## src/rtl/slot_harness_pkg.sv

```systemverilog
`timescale 1ns/1ps
package slot_harness_pkg;

   // Operation selected for the second adder operand
   typedef enum logic [1:0] {
      OP_PASS = 2'b00,   // Y = 0
      OP_ADD  = 2'b01,   // Y = B
      OP_SUBB = 2'b10,   // Y = ~B
      OP_DEC  = 2'b11    // Y = all ones
   } op_e;

   localparam int unsigned OP_W        = 2;
   localparam int unsigned BANK_COUNT  = 2;
   localparam int unsigned EXTRA_VIEWS = 2;   // echo view and clock view

   // Parity of the operation code as shown on the high-bank echo view
   function automatic logic op_parity(input logic [OP_W-1:0] op);
      return ^op;
   endfunction

endpackage

```

## src/rtl/slot_alu_cell.sv

```systemverilog
`timescale 1ns/1ps
module slot_alu_cell
   import slot_harness_pkg::*;
#(
   parameter int unsigned DATA_W = 4
) (
   input  logic              clk,
   input  logic              rst_n,
   input  logic [DATA_W-1:0] opd_a,
   input  logic [DATA_W-1:0] opd_b,
   input  logic              carry_in,
   input  logic [OP_W-1:0]   op_in,
   output logic [DATA_W:0]   res_q
);

   localparam int unsigned SUM_W = DATA_W + 1;

   initial begin
      AST_CFG_DATA_W: assert (DATA_W >= 1 && DATA_W <= 32)
         else $error("slot_alu_cell: DATA_W out of range");
   end

   logic [DATA_W-1:0] a_q, b_q, y_opnd;
   logic              cin_q;
   op_e               op_q;
   logic [SUM_W-1:0]  sum_w;

   // Stage 1: capture the shared inputs
   always_ff @(posedge clk or negedge rst_n) begin
      if (!rst_n) begin
         a_q   <= '0;
         b_q   <= '0;
         cin_q <= 1'b0;
         op_q  <= OP_PASS;
      end else begin
         a_q   <= opd_a;
         b_q   <= opd_b;
         cin_q <= carry_in;
         op_q  <= op_e'(op_in);
      end
   end

   // Second operand selection
   always_comb begin
      unique case (op_q)
         OP_PASS: y_opnd = '0;
         OP_ADD:  y_opnd = b_q;
         OP_SUBB: y_opnd = ~b_q;
         default: y_opnd = '1;
      endcase
   end

   assign sum_w = {1'b0, a_q} + {1'b0, y_opnd} + {{DATA_W{1'b0}}, cin_q};

   // Stage 2: register carry and result together
   always_ff @(posedge clk or negedge rst_n) begin
      if (!rst_n) res_q <= '0;
      else        res_q <= sum_w;
   end

   AST_PASS_HOLDS: assert property (@(posedge clk) disable iff (!rst_n)
      (op_q == OP_PASS && !cin_q) |=> res_q == {1'b0, $past(a_q)});

   AST_INC_WRAP: assert property (@(posedge clk) disable iff (!rst_n)
      (op_q == OP_PASS && cin_q && a_q == '1) |=> res_q == {1'b1, {DATA_W{1'b0}}});

   AST_DEC_UNDERFLOW: assert property (@(posedge clk) disable iff (!rst_n)
      (op_q == OP_DEC && a_q == '0 && !cin_q) |=> res_q == {1'b0, {DATA_W{1'b1}}});

   AST_DEC_CARRY: assert property (@(posedge clk) disable iff (!rst_n)
      (op_q == OP_DEC && (a_q != '0 || cin_q)) |=> res_q[DATA_W]);

   AST_SUB_EQUAL: assert property (@(posedge clk) disable iff (!rst_n)
      (op_q == OP_SUBB && cin_q && a_q == b_q) |=> res_q == {1'b1, {DATA_W{1'b0}}});

endmodule

```

## src/rtl/harness_view_gen.sv

```systemverilog
`timescale 1ns/1ps
module harness_view_gen
   import slot_harness_pkg::*;
#(
   parameter int unsigned DATA_W = 4
) (
   input  logic              clk,
   input  logic              rst_n,
   input  logic [DATA_W-1:0] opd_a,
   input  logic [DATA_W-1:0] opd_b,
   input  logic              carry_in,
   input  logic [OP_W-1:0]   op_in,
   output logic [DATA_W:0]   echo_lo_q,
   output logic [DATA_W:0]   echo_hi_q,
   output logic [DATA_W:0]   clk_pat
);

   localparam int unsigned OUT_W = DATA_W + 1;

   logic tog_q;

   // Registered input echo for pin-integrity checks
   always_ff @(posedge clk or negedge rst_n) begin
      if (!rst_n) begin
         echo_lo_q <= '0;
         echo_hi_q <= '0;
      end else begin
         echo_lo_q <= {carry_in, opd_a};
         echo_hi_q <= {op_parity(op_in), opd_b};
      end
   end

   // Divide-by-two of the distributed clock
   always_ff @(posedge clk or negedge rst_n) begin
      if (!rst_n) tog_q <= 1'b0;
      else        tog_q <= ~tog_q;
   end

   assign clk_pat = {{(OUT_W-1){1'b0}}, tog_q};

   AST_CLK_TOGGLE: assert property (@(posedge clk) disable iff (!rst_n)
      1'b1 |=> clk_pat[0] != $past(clk_pat[0]));

   AST_ECHO_PARITY: assert property (@(posedge clk) disable iff (!rst_n)
      1'b1 |=> echo_hi_q[DATA_W] == ($past(op_in) == 2'b01 || $past(op_in) == 2'b10));

   AST_ECHO_CARRY_RISE: assert property (@(posedge clk) disable iff (!rst_n)
      $rose(carry_in) |=> echo_lo_q[DATA_W]);

endmodule

```

## src/rtl/bank_view_mux.sv

```systemverilog
`timescale 1ns/1ps
module bank_view_mux #(
   parameter int unsigned N_SRC = 8,
   parameter int unsigned SEL_W = 3,
   parameter int unsigned W     = 5
) (
   input  logic [W-1:0]     src [N_SRC],
   input  logic [SEL_W-1:0] sel,
   output logic [W-1:0]     y
);

   initial begin
      AST_CFG_MUX_FIT: assert (N_SRC >= 1 && N_SRC <= (1 << SEL_W))
         else $error("bank_view_mux: N_SRC does not fit SEL_W");
   end

   // Purely combinational selection; codes beyond N_SRC read zero
   always_comb begin
      y = '0;
      for (int i = 0; i < int'(N_SRC); i++) begin
         if (sel == SEL_W'(i)) y = src[i];
      end
   end

endmodule

```

## src/rtl/slot_bank_harness.sv

```systemverilog
`timescale 1ns/1ps
module slot_bank_harness
   import slot_harness_pkg::*;
#(
   parameter int unsigned DATA_W         = 4,
   parameter int unsigned SLOTS_PER_BANK = 6,
   parameter int unsigned SEL_W          = 3
) (
   input  logic              clk,
   input  logic              rst_n,
   input  logic [DATA_W-1:0] opd_a,
   input  logic [DATA_W-1:0] opd_b,
   input  logic              carry_in,
   input  logic [1:0]        op_code,
   input  logic [SEL_W-1:0]  view_sel,
   output logic [DATA_W:0]   bank_lo_q,
   output logic [DATA_W:0]   bank_hi_q
);

   localparam int unsigned OUT_W     = DATA_W + 1;
   localparam int unsigned N_SRC     = 1 << SEL_W;
   localparam int unsigned NUM_BANKS = BANK_COUNT;
   localparam int unsigned IDX_ECHO  = SLOTS_PER_BANK;
   localparam int unsigned IDX_CLOCK = SLOTS_PER_BANK + 1;
   localparam logic [SEL_W-1:0] CODE_CLOCK = SEL_W'(IDX_CLOCK);
   localparam logic [SEL_W-1:0] CODE_SLOTS = SEL_W'(SLOTS_PER_BANK);

   initial begin
      AST_CFG_VIEW_FIT: assert (SLOTS_PER_BANK + EXTRA_VIEWS <= N_SRC)
         else $error("slot_bank_harness: select too narrow for slots and test views");
      AST_CFG_SLOTS: assert (SLOTS_PER_BANK >= 1)
         else $error("slot_bank_harness: need at least one slot per bank");
   end

   logic [OUT_W-1:0] echo_lo, echo_hi, clk_pat;
   logic [OUT_W-1:0] bank_v [NUM_BANKS];

   harness_view_gen #(.DATA_W(DATA_W)) u_view_gen (
      .clk      (clk),
      .rst_n    (rst_n),
      .opd_a    (opd_a),
      .opd_b    (opd_b),
      .carry_in (carry_in),
      .op_in    (op_code),
      .echo_lo_q(echo_lo),
      .echo_hi_q(echo_hi),
      .clk_pat  (clk_pat)
   );

   for (genvar b = 0; b < int'(NUM_BANKS); b++) begin : g_bank
      logic [OUT_W-1:0] res_v [SLOTS_PER_BANK];
      logic [OUT_W-1:0] src_v [N_SRC];

      for (genvar s = 0; s < int'(SLOTS_PER_BANK); s++) begin : g_slot
         slot_alu_cell #(.DATA_W(DATA_W)) u_slot (
            .clk     (clk),
            .rst_n   (rst_n),
            .opd_a   (opd_a),
            .opd_b   (opd_b),
            .carry_in(carry_in),
            .op_in   (op_code),
            .res_q   (res_v[s])
         );
      end

      for (genvar i = 0; i < int'(N_SRC); i++) begin : g_src
         if (i < int'(SLOTS_PER_BANK)) begin : g_is_slot
            assign src_v[i] = res_v[i];
         end else if (i == int'(IDX_ECHO)) begin : g_is_echo
            if (b == 0) begin : g_lo
               assign src_v[i] = echo_lo;
            end else begin : g_hi
               assign src_v[i] = echo_hi;
            end
         end else if (i == int'(IDX_CLOCK)) begin : g_is_clock
            assign src_v[i] = clk_pat;
         end else begin : g_is_spare
            assign src_v[i] = '0;
         end
      end

      bank_view_mux #(.N_SRC(N_SRC), .SEL_W(SEL_W), .W(OUT_W)) u_mux (
         .src(src_v),
         .sel(view_sel),
         .y  (bank_v[b])
      );
   end

   assign bank_lo_q = bank_v[0];
   assign bank_hi_q = bank_v[NUM_BANKS-1];

   AST_BANKS_AGREE: assert property (@(posedge clk) disable iff (!rst_n)
      (view_sel < CODE_SLOTS) |-> bank_lo_q == bank_hi_q);

   AST_CLOCK_VIEW_UPPER: assert property (@(posedge clk) disable iff (!rst_n)
      (view_sel == CODE_CLOCK) |-> (bank_lo_q[OUT_W-1:1] == '0 && bank_hi_q[OUT_W-1:1] == '0));

   AST_CLOCK_VIEW_FLIP: assert property (@(posedge clk) disable iff (!rst_n)
      ($past(rst_n) && view_sel == CODE_CLOCK && $past(view_sel) == CODE_CLOCK)
         |-> bank_lo_q[0] != $past(bank_lo_q[0]));

endmodule

```

## config.mk

```make
export PLATFORM = sky130hd
export DESIGN_NAME = slot_bank_harness
export DESIGN_NICKNAME = d
export VERILOG_FILES = /design/src/rtl/slot_harness_pkg.sv /design/src/rtl/slot_alu_cell.sv /design/src/rtl/harness_view_gen.sv /design/src/rtl/bank_view_mux.sv /design/src/rtl/slot_bank_harness.sv
export SDC_FILE = /design/constraint.sdc
export NUM_CORES = 1
export LEC_CHECK = 0
export BUFFER_PORTS_ARGS = -buffer_cell sky130_fd_sc_hd__buf_2
export CORE_MARGIN = 4
export CORE_UTILIZATION = 51
export CTS_CLUSTER_SIZE = 28
export DETAILED_ROUTE_END_ITERATION = 7
export PLACE_DENSITY = 0.84
export SYNTH_ARGS = -nofsm -noshare
export SYNTH_HDL_FRONTEND = slang
export SYNTH_SLANG_ARGS = --single-unit
export TNS_END_PERCENT = 5
```

## constraint.sdc

```tcl
create_clock -name clk -period 4.4 [get_ports clk]
set_input_delay 0.66 -clock clk [delete_from_list [all_inputs] [get_ports clk]]
set_output_delay 0.66 -clock clk [all_outputs]
set_load 0.03 [all_outputs]
```

**Word-level counts from Yosys, hierarchy flattened**

Cells that the tools add are included.

- Bits of input ports: 16
- Output and inout bits: 10
- Logic and storage cells: 35
- Register bits after elaboration: 27

- Bitwise operators: 2
- Multiplexer cells: 11
- Equal/unequal tests: 9
- Reduce and logical (&&, ||, !) cells: 3
- $add $sub $neg: 2

Operator list:

| cell | number |
|---|---|
| two-way mux 5 bit | 10 |
| == test 3 bit (second input constant) | 4 |
| one-hot mux 4 bit (3 select lines) | 1 |
| == test 3 x 2 -> 1 bit (second input constant) | 2 |
| adder 4 x 4 -> 5 bit | 1 |
| adder 5 x 1 -> 5 bit | 1 |
| inverter 4 bit | 1 |
| == test 3 x 1 -> 1 bit (second input constant) | 1 |
| zero test 3 bit | 1 |
| == test 2 x 1 -> 1 bit (second input constant) | 1 |
| == test 2 bit (second input constant) | 1 |
| zero test 2 bit | 1 |
| XOR reduction 2 bit | 1 |
| inverter 1 bit | 1 |

**Depth between registers and ports, before layout**

- Word-level depth: 9
- Gate-level depth with buffers: 6
- Mapped depth without buffers: 6

**Hierarchy**

From an unflattened synthesis, not the netlist that was laid out.

- Cells, all modules: 559
- Area, all modules: 8,381.8 um^2

By module, submodules not included:

| module | cells each | seq. area each (um^2) | area each (um^2) | instances |
|---|---|---|---|---|
| slot_alu_cell | 36 | 400.4 | 588.1 | 12 |
| bank_view_mux | 54 | 0.0 | 498.0 | 2 |
| harness_view_gen | 19 | 275.3 | 329.1 | 1 |

**Worst setup path after synthesis**

No wires, ideal clock.

- Kind: in2out
- From: in view_sel[2]
- To: out bank_hi_q[0]
- Stages: 3
- Slack: 2.366 ns
- Data required time: 3.740 ns
- Arrival time: 1.374 ns
- Cell sequence: nand2_2 -> a21oi_1 -> a21oi_1

- Word-level cells in the longest chain between the ends: 9
- Elaborated cells between the ends (all ways): 16
- Classes of those cells: eq/ne (7); mux (8); reduce/logical (1)

Ends and longest elaborated chain:

| what | RTL line | source |
|---|---|---|
| start: declaration | slot_bank_harness.sv:15 | `input logic [SEL_W-1:0] view_sel,` |
| zero test 3 bit | bank_view_mux.sv:21 | `if (sel == SEL_W'(i)) y = src[i];` |
| two-way mux 5 bit (6 in a row) | - |  |
| two-way mux 5 bit | bank_view_mux.sv:21 |  |
| two-way mux 5 bit * | bank_view_mux.sv:21 |  |
| end: declaration | slot_bank_harness.sv:17 | `output logic [DATA_W:0] bank_hi_q` |

Mark *: on every way between the ends. The rest lies on a longest branch, timed or not.

**Final worst setup path**

- From: in view_sel[2]
- To: out bank_lo_q[2]

- Word-level cells in the longest chain between the ends: 9
- Elaborated cells between the ends (all ways): 16
- Classes of those cells: eq/ne (7); mux (8); reduce/logical (1)

Ends and longest elaborated chain:

| what | RTL line | source |
|---|---|---|
| zero test 3 bit | bank_view_mux.sv:21 |  |
| two-way mux 5 bit (7 in a row) | bank_view_mux.sv:21 |  |
| two-way mux 5 bit * | bank_view_mux.sv:21 |  |
| end: declaration | slot_bank_harness.sv:16 | `output logic [DATA_W:0] bank_lo_q,` |

Marks and branches as above.

==> flow_summary_export.csv <==
group,metric,value,unit
placement,post-place-ws,2250,ps
timing,worst_slack,2240,ps
worst_setup_path,crit_required,3740,ps
route,vias,528,
floorplan,ios,26,
cts,cts-root-buf,"clkbuf_4",
layout,nets,109,
route,routedWlPerCell,14.7,um
logic_synthesis,synth_cell_types,17,
floorplan,core_area,1380,um^2
layout,final_cell_area,970,um^2
layout,multiInputGateArea,313,um^2
layout,layout_common_cells,"buf_2, dfrtp_1, a22o_1",
power_and_ir_drop,power.leakage,0.499,nW
job,maxCapViolations,0,
layout,syn_to_final_growth,22.8,%
logic_synthesis,synth_fa_ha_area_frac,0.0983,
floorplan,start_util,0.571,
worst_setup_path,reg2reg_slack,2610,ps
cts,clockBufferDepth,2,
timing,worst_pin_slew,393,ps
worst_setup_path,crit_path_end_kind,"primary output",
timing,tns,0,ps
logic_synthesis,muxShareOfSynthArea,0.0539,
timing,rsz0062_at_grt,"false",
timing,maxSlewHeadroom,0.738,
timing,worst_hold_slack,267,ps
logic_synthesis,ys_ff_latch,18,
placement,hpwl,1150,um
placement,post_dp_cell_area,933,um^2
logic_synthesis,synth_compound_area_frac,0.139,
placement,gp_congestion,0.821,
logic_synthesis,synth_area,790,um^2
cts,cts.clk_slew.worst_paths,110,ps
timing,fmax,462,MHz
logic_synthesis,synthCells,58,
cts,cts_tree,"built",
timing,timing.final.crit_period,2160,ps
timing,period_share,0.492,
grt,grt-ovfl-total,0,
grt,antenna_found_initial,0,
logic_synthesis,postSynthAreaPerCell,13.6,um^2
power_and_ir_drop,powerDensity,417,nW/um^2
floorplan,die_area,2240,um^2
placement,io_buffers,25,
route,drt-vias-per-instance,5.18,
cts,cts_buffers,3,
timing,hold_viol,0,
grt,grt_first_pass_wirelength,2390,um
layout,antennaDiodeCount,0,
logic_synthesis,synth_simple_gate_area_frac,0.0713,
floorplan,die_h,47.3,um
cts,hold_buffers,0,
logic_synthesis,synth_nets,79,
grt,grt_max_degree,19,
cts,cts_resized,0,
logic_synthesis,synth_top_family_by_area,"compound AO/OA/AOI/OAI gates",
layout,seq_area,450,um^2
route,drtIter0Drc,7,
layout,final_common_cell,"buf_2",
timing,setup-violations-final,0,
cts,cts_setup_buffers,0,
timing,slew_violations,0,
grt,grt_usage,0.165,
timing,skew,11.8,ps
cts,cts.htree.levels,1,
floorplan,die_w,47.3,um
route,firstDrtPassIters,4,
route,drc,0,
route,postRouteAntennaNets,0,
logic_synthesis,synth_xor_area_frac,0.0333,
logic_synthesis,yosys_warnings,0,
worst_setup_path,start_kind,"primary input",
layout,fill_cells,101,
worst_setup_path,worstPathArrival,1500,ps
route,routed_wl,1500,um
layout,drive_gt1_frac,0.402,
worst_setup_path,path_class,"in -> out",
worst_setup_path,cp_max_fo,10,
floorplan,rows,13,
layout,finalCoreUtilization,0.701,
min_path,hp-class,"in -> async",
power_and_ir_drop,ir_worst_vdd,0.244,mV
cts,worstSkewPairLatency,290,ps
run_status,status,"completed",
cts,clkSinkCount,18,
grt,grt_pass1_vias,599,
logic_synthesis,ys_seq_area_frac,0.571,
==> cell type report <==
type	count	share of cell area
well taps	15	0.0194
inverters	7	0.0271
multi-input cells	33	0.323
clock buffers	4	0.0374
flip-flops and latches	18	0.465
repair buffers	25	0.129
==> kinds of logic (layout without fill, tap and decap cells) <==
| kind of cell | after synthesis | after routing |
|---|---|---|
| mux | 4 | 4 |
| buf+inv | 7 | 36 |
| flops | 18 | 18 |
| simple gates | 7 | 7 |
| compound gates | 14 | 14 |
| xor+xnor | 3 | 3 |
| fa+ha+maj | 5 | 5 |
==> final timing paths <==
kind,from,endpoint,cells past startpoint
max in group asynchronous,rst_n,g_bank[1].g_slot[5].u_slot.a_q[0],1
min reg2reg,u_view_gen.tog_q,u_view_gen.tog_q,1
min in group clk,u_view_gen.tog_q,u_view_gen.tog_q,1
max,view_sel[2],bank_lo_q[2],5
min,rst_n,g_bank[1].g_slot[5].u_slot.b_q[1],1
max reg2reg,g_bank[1].g_slot[5].u_slot.b_q[0],g_bank[1].g_slot[1].u_slot.res_q[4],6
==> synth_stat cells (all sizes together) <==
| cell | n | share of area |
|---|---|---|
| inv | 7 | 0.033 |
| ha | 3 | 0.048 |
| xor2 | 1 | 0.011 |
| mux2i | 2 | 0.025 |
| mux2 | 2 | 0.029 |
| a221oi | 1 | 0.019 |
| fa | 2 | 0.051 |
| nor2 | 1 | 0.014 |
| nor2b | 2 | 0.025 |
| a22o | 8 | 0.089 |
| o21ai | 1 | 0.0063 |
| nand2 | 1 | 0.0079 |
| dfrtp | 18 | 0.57 |
| a21oi | 4 | 0.025 |
| nand2b | 3 | 0.024 |
| xnor2 | 2 | 0.022 |
==> critical path: stages <==
cell	delay [ps]
buf_2	90
nand2_2	150
nor2_4	230
a22o_1	170
buf_2	200
==> metrics by stage <==
step	power, W	std cells
2_1_floorplan	0.000272	58
3_3_place_gp	0.000304	98
3_5_place_dp	0.000307	98
4_1_cts	0.000407	102
5_1_grt	0.000426	102
6_report	0.000404	102
==> report_power, final <==
part | internal, W | total [W] | switching (W)
Sequential | 0.000181 | 0.000190 | 0.00000911
Combinational | 0.0000442 | 0.000114 | 0.0000698
Clock | 0.0000504 | 0.000100 | 0.0000498
==> state kept, by name, indices dropped and copies added (netlist names) <==
register,count
g_bank.g_slot.u_slot.res_q,5
g_bank.g_slot.u_slot.a_q,3
g_bank.g_slot.u_slot.b_q,3
g_bank.g_slot.u_slot.op_q,2
u_view_gen.echo_hi_q,2
g_bank.g_slot.u_slot.cin_q,1
u_view_gen.echo_lo_q,1
u_view_gen.tog_q,1
==> routing by layer <==
metal	wire length (um)	vias to the layer above	part of all wire	track usage
met2	796	20	0.53	0.291
met5	0	-	0	0
li1	-	258	-	-
met4	8	0	0.0053	0.0939
met1	581	248	0.39	0.165
met3	114	2	0.076	0.0575
(Power assumes the default switching activity.)
